`config.mk`:
```
export PLATFORM = sky130hd
export DESIGN_NAME = wdog_top
export DESIGN_NICKNAME = d
export VERILOG_FILES = /design/src/rtl/wdog_pkg.sv /design/src/rtl/wdog_regs.sv /design/src/rtl/wdog_prescaler.sv /design/src/rtl/wdog_core.sv /design/src/rtl/wdog_top.sv
export SDC_FILE = /design/constraint.sdc
export NUM_CORES = 1
export LEC_CHECK = 0
export BUFFER_PORTS_ARGS = -buffer_cell sky130_fd_sc_hd__buf_2
export CAP_MARGIN = 30
export CORE_MARGIN = 2
export CORE_UTILIZATION = 40
export CTS_CLUSTER_SIZE = 25
export DETAILED_ROUTE_END_ITERATION = 8
export PLACE_DENSITY = 0.7
export SYNTH_ARGS = -nofsm -noshare
export SYNTH_HDL_FRONTEND = slang
export SYNTH_SLANG_ARGS = --single-unit
```
`constraint.sdc`:
```
create_clock -name clk -period 2.35 [get_ports clk]
set_input_delay 0.47 -clock clk [delete_from_list [all_inputs] [get_ports clk]]
set_output_delay 0.47 -clock clk [all_outputs]
set_load 0.03 [all_outputs]
```
`src/rtl/wdog_pkg.sv`:
```
package wdog_pkg;

    typedef enum logic [1:0] {
        ST_IDLE,
        ST_RUN,
        ST_FIRE,
        ST_HALT
    } wd_state_t;

    localparam logic [11:0] UNLOCK_KEY = 12'hA57;
    localparam int          NUM_CODES  = 12;
    localparam int          UNIT_W     = 6;

    typedef struct packed {
        logic       en;
        logic       rst_en;
        logic [3:0] code;
    } wd_ctl_t;

    function automatic logic [UNIT_W-1:0] code_units(input logic [3:0] c);
        case (c)
            4'd0:    code_units = 6'd1;
            4'd1:    code_units = 6'd2;
            4'd2:    code_units = 6'd4;
            4'd3:    code_units = 6'd6;
            4'd4:    code_units = 6'd8;
            4'd5:    code_units = 6'd10;
            4'd6:    code_units = 6'd12;
            4'd7:    code_units = 6'd16;
            4'd8:    code_units = 6'd20;
            4'd9:    code_units = 6'd24;
            4'd10:   code_units = 6'd28;
            4'd11:   code_units = 6'd32;
            default: code_units = 6'd0;
        endcase
    endfunction

endpackage

```
`src/rtl/wdog_regs.sv`:
```
module wdog_regs
    import wdog_pkg::*;
#(
    parameter int AW     = 8,
    parameter bit LEGACY = 1'b0
) (
    input  logic          clk,
    input  logic          rst_n,
    input  logic          bus_valid,
    input  logic          bus_write,
    input  logic [AW-1:0] bus_addr,
    input  logic [31:0]   bus_wdata,
    output logic [31:0]   bus_rdata,
    output wd_ctl_t       ctl,
    output logic          reload,
    output logic [3:0]    reload_code
);

    localparam logic [AW-1:0] OFS_IEN  = AW'(8'h00);
    localparam logic [AW-1:0] OFS_ISTA = AW'(8'h04);
    localparam logic [AW-1:0] OFS_CTRL = LEGACY ? AW'(8'h00) : AW'(8'h10);
    localparam logic [AW-1:0] OFS_CFG  = AW'(8'h14);
    localparam logic [AW-1:0] OFS_MODE = LEGACY ? AW'(8'h04) : AW'(8'h18);

    logic [31:0] r_ien, r_ista, r_cfg, r_mode;
    logic        wr, hit_ien, hit_ista, hit_ctrl, hit_cfg, hit_mode;
    logic        key_ok, restart, en_edge;
    logic [3:0]  code_wr, code_st;
    logic        rsten_st;

    assign wr       = bus_valid && bus_write;
    assign hit_ctrl = (bus_addr == OFS_CTRL);
    assign hit_mode = (bus_addr == OFS_MODE);

    generate
        if (LEGACY) begin : g_legacy
            assign hit_ien  = 1'b0;
            assign hit_ista = 1'b0;
            assign hit_cfg  = 1'b0;
            assign key_ok   = 1'b1;
            assign code_wr  = bus_wdata[6:3];
            assign code_st  = r_mode[6:3];
            assign rsten_st = r_mode[1];
        end else begin : g_keyed
            assign hit_ien  = (bus_addr == OFS_IEN);
            assign hit_ista = (bus_addr == OFS_ISTA);
            assign hit_cfg  = (bus_addr == OFS_CFG);
            assign key_ok   = (bus_wdata[12:1] == UNLOCK_KEY);
            assign code_wr  = bus_wdata[7:4];
            assign code_st  = r_mode[7:4];
            assign rsten_st = r_cfg[0];
        end
    endgenerate

    assign restart     = wr && hit_ctrl && bus_wdata[0] && key_ok;
    assign en_edge     = wr && hit_mode && bus_wdata[0] && !r_mode[0];
    assign reload      = restart || en_edge;
    assign reload_code = (wr && hit_mode) ? code_wr : code_st;

    assign ctl.en     = r_mode[0];
    assign ctl.rst_en = rsten_st;
    assign ctl.code   = code_st;

    always_ff @(posedge clk) begin
        if (!rst_n) begin
            r_ien  <= '0;
            r_ista <= '0;
            r_cfg  <= '0;
            r_mode <= '0;
        end else if (wr) begin
            if (hit_ien)  r_ien  <= bus_wdata;
            if (hit_ista) r_ista <= bus_wdata;
            if (hit_cfg)  r_cfg  <= bus_wdata;
            if (hit_mode) r_mode <= bus_wdata;
        end
    end

    always_comb begin
        bus_rdata = '0;
        if (bus_valid && !bus_write) begin
            if (hit_mode)      bus_rdata = r_mode;
            else if (hit_ctrl) bus_rdata = '0;
            else if (hit_ien)  bus_rdata = r_ien;
            else if (hit_ista) bus_rdata = r_ista;
            else if (hit_cfg)  bus_rdata = r_cfg;
        end
    end

    // a keyed-layout control write with a wrong key never reloads
    p_badkey_r3: assert property (@(posedge clk) disable iff (!rst_n)
        (!LEGACY && wr && hit_ctrl && bus_wdata[12:1] != UNLOCK_KEY && !hit_mode) |-> !reload);

    // mode only changes on a write that decodes to it
    p_mode_hold_r2: assert property (@(posedge clk) disable iff (!rst_n)
        !(wr && hit_mode) |=> $stable(r_mode));

endmodule

```
`src/rtl/wdog_prescaler.sv`:
```
module wdog_prescaler #(
    parameter int CLK_HZ = 24_000_000
) (
    input  logic clk,
    input  logic rst_n,
    input  logic clr,
    output logic tick
);

    localparam int HALF = (CLK_HZ / 2 > 1) ? CLK_HZ / 2 : 2;
    localparam int PW   = $clog2(HALF);

    logic [PW-1:0] pcnt;

    assign tick = (pcnt == PW'(HALF - 1));

    always_ff @(posedge clk) begin
        if (!rst_n || clr) pcnt <= '0;
        else if (tick)     pcnt <= '0;
        else               pcnt <= pcnt + 1'b1;
    end

    // a cleared prescaler needs a full period before its next tick
    p_clr_gap_r5: assert property (@(posedge clk) disable iff (!rst_n)
        clr |=> !tick);

    p_tick_sparse_r5: assert property (@(posedge clk) disable iff (!rst_n)
        tick |=> !tick);

endmodule

```
`src/rtl/wdog_core.sv`:
```
module wdog_core
    import wdog_pkg::*;
(
    input  logic       clk,
    input  logic       rst_n,
    input  logic       tick,
    input  logic       reload,
    input  logic [3:0] reload_code,
    input  wd_ctl_t    ctl,
    output logic       rst_pulse,
    output logic       code_err
);

    wd_state_t         state, st_n;
    logic [UNIT_W-1:0] cnt, cnt_n;
    logic              err_n;

    always_comb begin
        st_n  = state;
        cnt_n = cnt;
        err_n = code_err;
        if (reload) begin
            st_n = ST_RUN;
            if (reload_code < 4'(NUM_CODES)) begin
                cnt_n = code_units(reload_code);
                err_n = 1'b0;
            end else begin
                err_n = 1'b1;
            end
        end else begin
            unique case (state)
                ST_IDLE: ;
                ST_RUN: begin
                    if (tick) begin
                        if (cnt <= UNIT_W'(1)) begin
                            cnt_n = '0;
                            st_n  = ST_FIRE;
                        end else begin
                            cnt_n = cnt - 1'b1;
                        end
                    end
                end
                ST_FIRE: st_n = ST_HALT;
                ST_HALT: ;
            endcase
        end
    end

    always_ff @(posedge clk) begin
        if (!rst_n) begin
            state    <= ST_IDLE;
            cnt      <= '0;
            code_err <= 1'b0;
        end else begin
            state    <= st_n;
            cnt      <= cnt_n;
            code_err <= err_n;
        end
    end

    always_comb begin
        rst_pulse = (state == ST_FIRE) && ctl.en && ctl.rst_en;
    end

    // the reset request never lasts two cycles
    p_single_r7: assert property (@(posedge clk) disable iff (!rst_n)
        rst_pulse |=> !rst_pulse);

    // once halted, only a reload moves the timer
    p_halt_r8: assert property (@(posedge clk) disable iff (!rst_n)
        (state == ST_HALT && !reload) |=> (state == ST_HALT && cnt == '0));

    // a reload always lands in RUN, whatever the tick does
    p_reload_run_r9: assert property (@(posedge clk) disable iff (!rst_n)
        reload |=> state == ST_RUN);

    // without a reload the count only goes down
    p_count_mono_r5: assert property (@(posedge clk) disable iff (!rst_n)
        (!reload && state == ST_RUN) |=> cnt <= $past(cnt));

endmodule

```
`src/rtl/wdog_top.sv`:
```
module wdog_top
    import wdog_pkg::*;
#(
    parameter int CLK_HZ = 24_000_000,
    parameter bit LEGACY = 1'b0,
    parameter int AW     = 8
) (
    input  logic          clk,
    input  logic          rst_n,
    input  logic          bus_valid,
    input  logic          bus_write,
    input  logic [AW-1:0] bus_addr,
    input  logic [31:0]   bus_wdata,
    output logic [31:0]   bus_rdata,
    output logic          wdog_rst,
    output logic          code_err
);

    wd_ctl_t    ctl;
    logic       reload;
    logic [3:0] reload_code;
    logic       tick;

    wdog_regs #(.AW(AW), .LEGACY(LEGACY)) u_regs (
        .clk        (clk),
        .rst_n      (rst_n),
        .bus_valid  (bus_valid),
        .bus_write  (bus_write),
        .bus_addr   (bus_addr),
        .bus_wdata  (bus_wdata),
        .bus_rdata  (bus_rdata),
        .ctl        (ctl),
        .reload     (reload),
        .reload_code(reload_code)
    );

    wdog_prescaler #(.CLK_HZ(CLK_HZ)) u_presc (
        .clk  (clk),
        .rst_n(rst_n),
        .clr  (reload),
        .tick (tick)
    );

    wdog_core u_core (
        .clk        (clk),
        .rst_n      (rst_n),
        .tick       (tick),
        .reload     (reload),
        .reload_code(reload_code),
        .ctl        (ctl),
        .rst_pulse  (wdog_rst),
        .code_err   (code_err)
    );

endmodule

```
Word level (Yosys, flattened, before mapping) --
Memory sizes are Yosys's and may differ from the RTL's. Index checks and enable logic that the tools add are counted.
Storage, ports and cells: memories 1, latch bits 0, register bits 161, ROM bits 96, RAM bits 0, input port bits 44
Cells by class: bitwise operators 1, add/subtract/negate cells 2, reduce and logical (&&, ||, !) cells 29, muxes and demuxes 17, shift operators 0, eq/ne operators 13, divide/modulo/power cells 0, magnitude comparators 2, multipliers 0
Memories:
- (no name shown) | words 16, width 6, read ports 1, clocked after memory_dff 0, write ports 0, line wdog_pkg.sv:21 | case (c)
Operators by type and width (count):
- 2-to-1 mux 32 bit | 6
- 2-to-1 mux 6 bit | 5
- adder 24 x 1 -> 24 bit, second input constant | 1
- equality test 24 bit, second input constant | 1
- equality test 8 x 5 -> 1 bit, second input constant | 3
- equality test 12 bit, second input constant | 1
- logical AND 1 bit | 10
- AND reduction 3 bit | 3
- equality test 8 x 3 -> 1 bit, second input constant | 1
- logical NOT 8 bit | 1
- AND reduction 2 bit | 4
- <= comparator 6 x 1 -> 1 bit, second input constant | 1
- nonzero test 2 bit | 3
- subtractor 6 x 1 -> 6 bit, second input constant | 1
- less-than comparator 4 bit, second input constant | 1
- 2-to-1 mux 2 bit | 2
- 2-to-1 mux 4 bit | 1
- != test 2 x 1 -> 1 bit, second input constant | 2
- one-hot mux 2 bit (2 select lines) | 1
- OR reduction 2 bit | 2
- logical NOT 1 bit | 3
- != test 3 x 2 -> 1 bit, second input constant | 1
- != test 3 bit, second input constant | 1
- nonzero test 3 bit | 1
- 6 further kinds | 8

Depth between registers and ports, before layout --
word-level depth 7, depth in mapped cells 9, depth with buffers taken out 8

Hierarchy --
A second synthesis with hierarchy kept.
Second synthesis, totals: cell total of the unflattened synthesis 922, area, all modules 7578.5 sq um
Modules (own cells, without submodules):
- wdog_regs | cells each 704, instances 1, area an instance 5691.7 sq um
- wdog_prescaler | cells each 129, instances 1, area an instance 1163.6 sq um
- wdog_core | cells each 89, instances 1, area an instance 723.2 sq um

Worst setup path after synthesis --
OpenSTA, ideal clock, no wires.
path kind input to output, from input port bus_addr[1], to output port bus_rdata[10], arrival time 2.055 ns, buffers on the path 2, stages 6, path slack -0.175 ns, required time 1.880 ns, path through nor4_1 and2_1 clkbuf_1 clkbuf_1 a22oi_1 a21oi_1
On the way: word-level cells in the longest chain between the ends 7, elaborated cells between the ends (all ways) 11
RTL lines:
- start, declared | line wdog_top.sv:12 | input logic [AW-1:0] bus_addr,
- equality test 8 x 5 -> 1 bit | line wdog_regs.sv:47 | assign hit_cfg = (bus_addr == OFS_CFG);
- 2-to-1 mux 32 bit | line wdog_regs.sv:85 | else if (hit_cfg) bus_rdata = r_cfg;
- 2-to-1 mux 32 bit | line wdog_regs.sv:84 | else if (hit_ista) bus_rdata = r_ista;
- 2-to-1 mux 32 bit | line wdog_regs.sv:83 | else if (hit_ien) bus_rdata = r_ien;
- 2-to-1 mux 32 bit | line wdog_regs.sv:82 | else if (hit_ctrl) bus_rdata = '0;
- 2-to-1 mux 32 bit (*) | line wdog_regs.sv:81 | if (hit_mode) bus_rdata = r_mode;
- 2-to-1 mux 32 bit (*) | line wdog_regs.sv:80 | if (bus_valid && !bus_write) begin
- end, declared | line wdog_top.sv:14 | output logic [31:0] bus_rdata,
Every way passes the cells marked *; elsewhere a longest branch is shown, timed or not.

Worst setup path in the final report --
from input port bus_addr[2], to output port bus_rdata[24]
Same word-level chain as after synthesis.

==> reports/results.tsv <==
stage	metric	value	unit
synthesis	Synth warnings	0	
die	DIE AREA	19400	um^2
die	core area	18000	um^2
detailed_routing	Vias	6827	
placed_design	dpl hpwl	13200	um
job	max-cap violations	0	
sta	Worst-Margin Slew	740	ps
global_route	GRT overflow	0	
global_route	number of antenna violations at the first check in global routing	0	
synthesis	post-synth net total	979	
synthesis	top_reg_cell synth	dfxtp_1	
synthesis	ys async rst share	0	%
detailed_routing	Antenna Nets Post-Route	0	
cts	Root Buffer	clkbuf_16	
power_and_ir_drop	peak supply drop	627	uV
synthesis	EDFF count, synth	0	
synthesis	post-synth top area cell	dfxtp_1	
sta	WHS	306	ps
detailed_routing	DRT Wirelength	20800	um
sta	Tcrit/Tclk final	100	%
critical_path	slowest cell delay on critical path	380	ps
cts	H-tree levels	4	
sta	Slew headroom	50.6	%
critical_path	crit path DAT	1890	ps
cells_and_area	nets	1069	
cells_and_area	Area Overhead vs Synth	30.0	%
global_route	vias in the first global route	6369	
cells_and_area	Antenna diodes	0	
cells_and_area	Finished Core Util	52.9	%
cts	CTS Buffer Depth	2	
cells_and_area	register area	3220	um^2
synthesis	synthesized area per cell	7.86	um^2
sta	PnR worst setup slack	-7.49	ps
cells_and_area	area of the multi-input gates	4060	um^2
global_route	GRT Total Usage	21.3	%
sta	Setup-failing EPs final	2	
cts	Sink Count	161	
power_and_ir_drop	post-layout total power	5.93	mW
power_and_ir_drop	static leakage	3.16	nW
synthesis	Synth top area share	44.1	%
synthesis	Seq cells post-synth	161	
critical_path	critical path startpoint category	input pin	
cts	CTS Hold Bufs	0	
detailed_routing	First-pass DRT Iterations	5	
die	Die W	139	um
cells_and_area	layout cells sized above 1	23.7	%
detailed_routing	vias per cell	5.41	
sta	min Tclk post-route	2360	ps
detailed_routing	# DRC	0	
global_route	first-pass GRT wire length	33200	um
sta	RSZ-0062 raised after global routing	true	
run_status	failing checks	setup timing	
sta	fin. max-slew vios	0	
sta	clk_skew	5.11	ps
critical_path	Slowest-stage cell, CP	nor4b_4	
synthesis	post-synthesis cell count	930	
synthesis	sequential area share after synthesis	44.1	%
cts	TritonCTS buffer count	17	
sta	Setup TNS	-10.5	ps
synthesis	main area contributors after synthesis	dfxtp_1 (44%), nand2_1 (14%), a21boi_1 (6.9%), a21oi_1 (6.6%), a22oi_1 (6.6%)	
critical_path	worst-path cell chain	buf_8, nor4b_4, and2_4, buf_12, buf_8, a22oi_2, a21oi_2, buf_6	
die	die height	139	um
detailed_routing	Wirelength per Cell	16.5	um
cells_and_area	number of fill cells in the layout	1662	
critical_path	most frequent CP cell	buf_8	
placed_design	pre-CTS setup slack	-178	ps
min_path	worst min-delay path class	input pin to flop	
critical_path	Worst setup EP type	primary output	
critical_path	CP max FO	6	
placed_design	routability cong.	0.802	
die	Starting Density	40.7	%
synthesis	synth unique cells	51	
cts	Clock Latency Late Sink	430	ps
power_and_ir_drop	Pwr per Cell Area	624	nW/um^2
critical_path	CP Buf/Inv Count	4	
die	FP Rows	49	
critical_path	WS Path Type	input pin to primary output	
sta	fmax	424	MHz
detailed_routing	drt initial violations	433	
critical_path	CP required	1880	ps
die	IO Pins	78	
run_status	status	complete, but fails checks	
synthesis	Post-Syn Area	7310	um^2
critical_path	Top delay family on crit path	simple AND/OR/NAND/NOR gates	
placed_design	PortBufs	77	
cts	TritonCTS clock tree	done	
cts	Clock transition at path regs	60	ps
global_route	pin count of the biggest net entering global routing	74	
sta	Hold Vio Cnt, Final	0	
## kinds of logic (layout without fill, tap and decap cells)
logic type	count (synthesis)	count (layout)	share of synthesized area (%)
and+or+nand+nor	407	407	24.4
AOI/OAI and AO/OA	250	250	22.6
DFF	161	161	44.1
buffers and inverters	79	181	4.45
xor gates and xnor gates	23	23	2.75
adders and majority gates	5	5	0.855
muxes	5	5	0.855
## cell type report
| cell class | count | share of cell area, % |
|---|---|---|
| Inverter | 11 | 0.434 |
| Tap cell | 229 | 3.01 |
| Sequential cell | 161 | 33.9 |
| Multi-Input combinational cell | 690 | 42.8 |
| Clock inverter | 10 | 1.42 |
| Clock buffer | 21 | 4.84 |
| Timing Repair Buffer | 139 | 13.6 |
## per-layer routing
metal | up-vias | track usage (%) | wire, um
met3 | 22 | 3.85 | 955
met4 | 0 | 6.91 | 354
met2 | 200 | 35.4 | 10200
li1 | 3354 | - | -
met5 | - | 0 | 0
met1 | 3251 | 28.3 | 9280
## repair_timing
item,4_1_cts,5_1_grt
cloned,1,1
buffers inserted,0,9
endpoints found under the setup margin,32,32
pin swaps,2,27
gates resized for setup,55,78
## path summary, 6_finish.rpt
path	from	slack (ps)	depth (start not counted)	to
worst min-delay path	bus_wdata[14]	310	3	u_regs.r_ista[14]$_SDFFE_PN0P_
worst max-delay path	bus_addr[2]	-7	8	bus_rdata[24]
worst min register to register	u_regs.r_ien[3]$_SDFFE_PN0P_	450	2	u_regs.r_ien[3]$_SDFFE_PN0P_
worst max register to register	u_presc.pcnt[0]$_SDFF_PP0_	340	7	u_core.cnt[0]$_SDFFE_PN0P_
## layout by cell type (no fill, tap or decap), types with 4 or more instances in the layout
cell         n
nand2_1    280
dfxtp_1    161
a21boi_1    67
a21oi_1     66
buf_4       48
a22oi_1     45
nor2_1      44
buf_2       40
buf_6       32
a21oi_2     31
a22oi_2     19
clkbuf_16   18
xnor2_1     17
nand3_1     14
buf_12      13
inv_1       10
nor3_1       9
nand4_1      6
nor2b_1      6
xor2_1       6
nor3_2       5
and3_1       5
ha_1         5
nor3b_1      4
mux2i_1      4
o21ai_1      4
clkinv_2     4
buf_8        4
## worst reg2reg max path, delay by kind of cell, from the launching register on
family / cells / cell delay [ps]
adder cells (fa/ha/maj): 1 / 220
flip-flops: 1 / 370
AO/OA/AOI/OAI: 2 / 350
multiplexers: 1 / 300
AND/OR/NAND/NOR: 3 / 650
## power breakdown
group	switching (mW)	leakage, nW	internal [mW]	total, mW
Sequential	0.0186	1.30	2.75	2.77
Combinational	0.196	1.57	0.132	0.328
Clock	1.11	0.293	1.72	2.83
## per-stage QoR
stage / instances / area, um^2
after floorplan: 930 / 7430
after global placement: 1219 / 8340
after detailed placement: 1219 / 8340
after CTS: 1251 / 9150
after global routing: 1261 / 9500
final: 1261 / 9500
## registers in the layout (all words and copies together) (netlist names)
signal,flops
u_core.cnt,6
u_core.code_err,1
u_core.state,2
u_presc.pcnt,24
u_regs.r_cfg,32
u_regs.r_ien,32
u_regs.r_ista,32
u_regs.r_mode,32
## Yosys cell counts (all sizes together) (7+ instances only)
master    n
nand2   282
dfxtp   161
a21oi    97
a21boi   67
a22oi    64
clkbuf   53
nor2     47
xnor2    17
nor3     16
buf      15
nand3    15
inv      11
nand4     7
(Power assumes the default switching activity.)
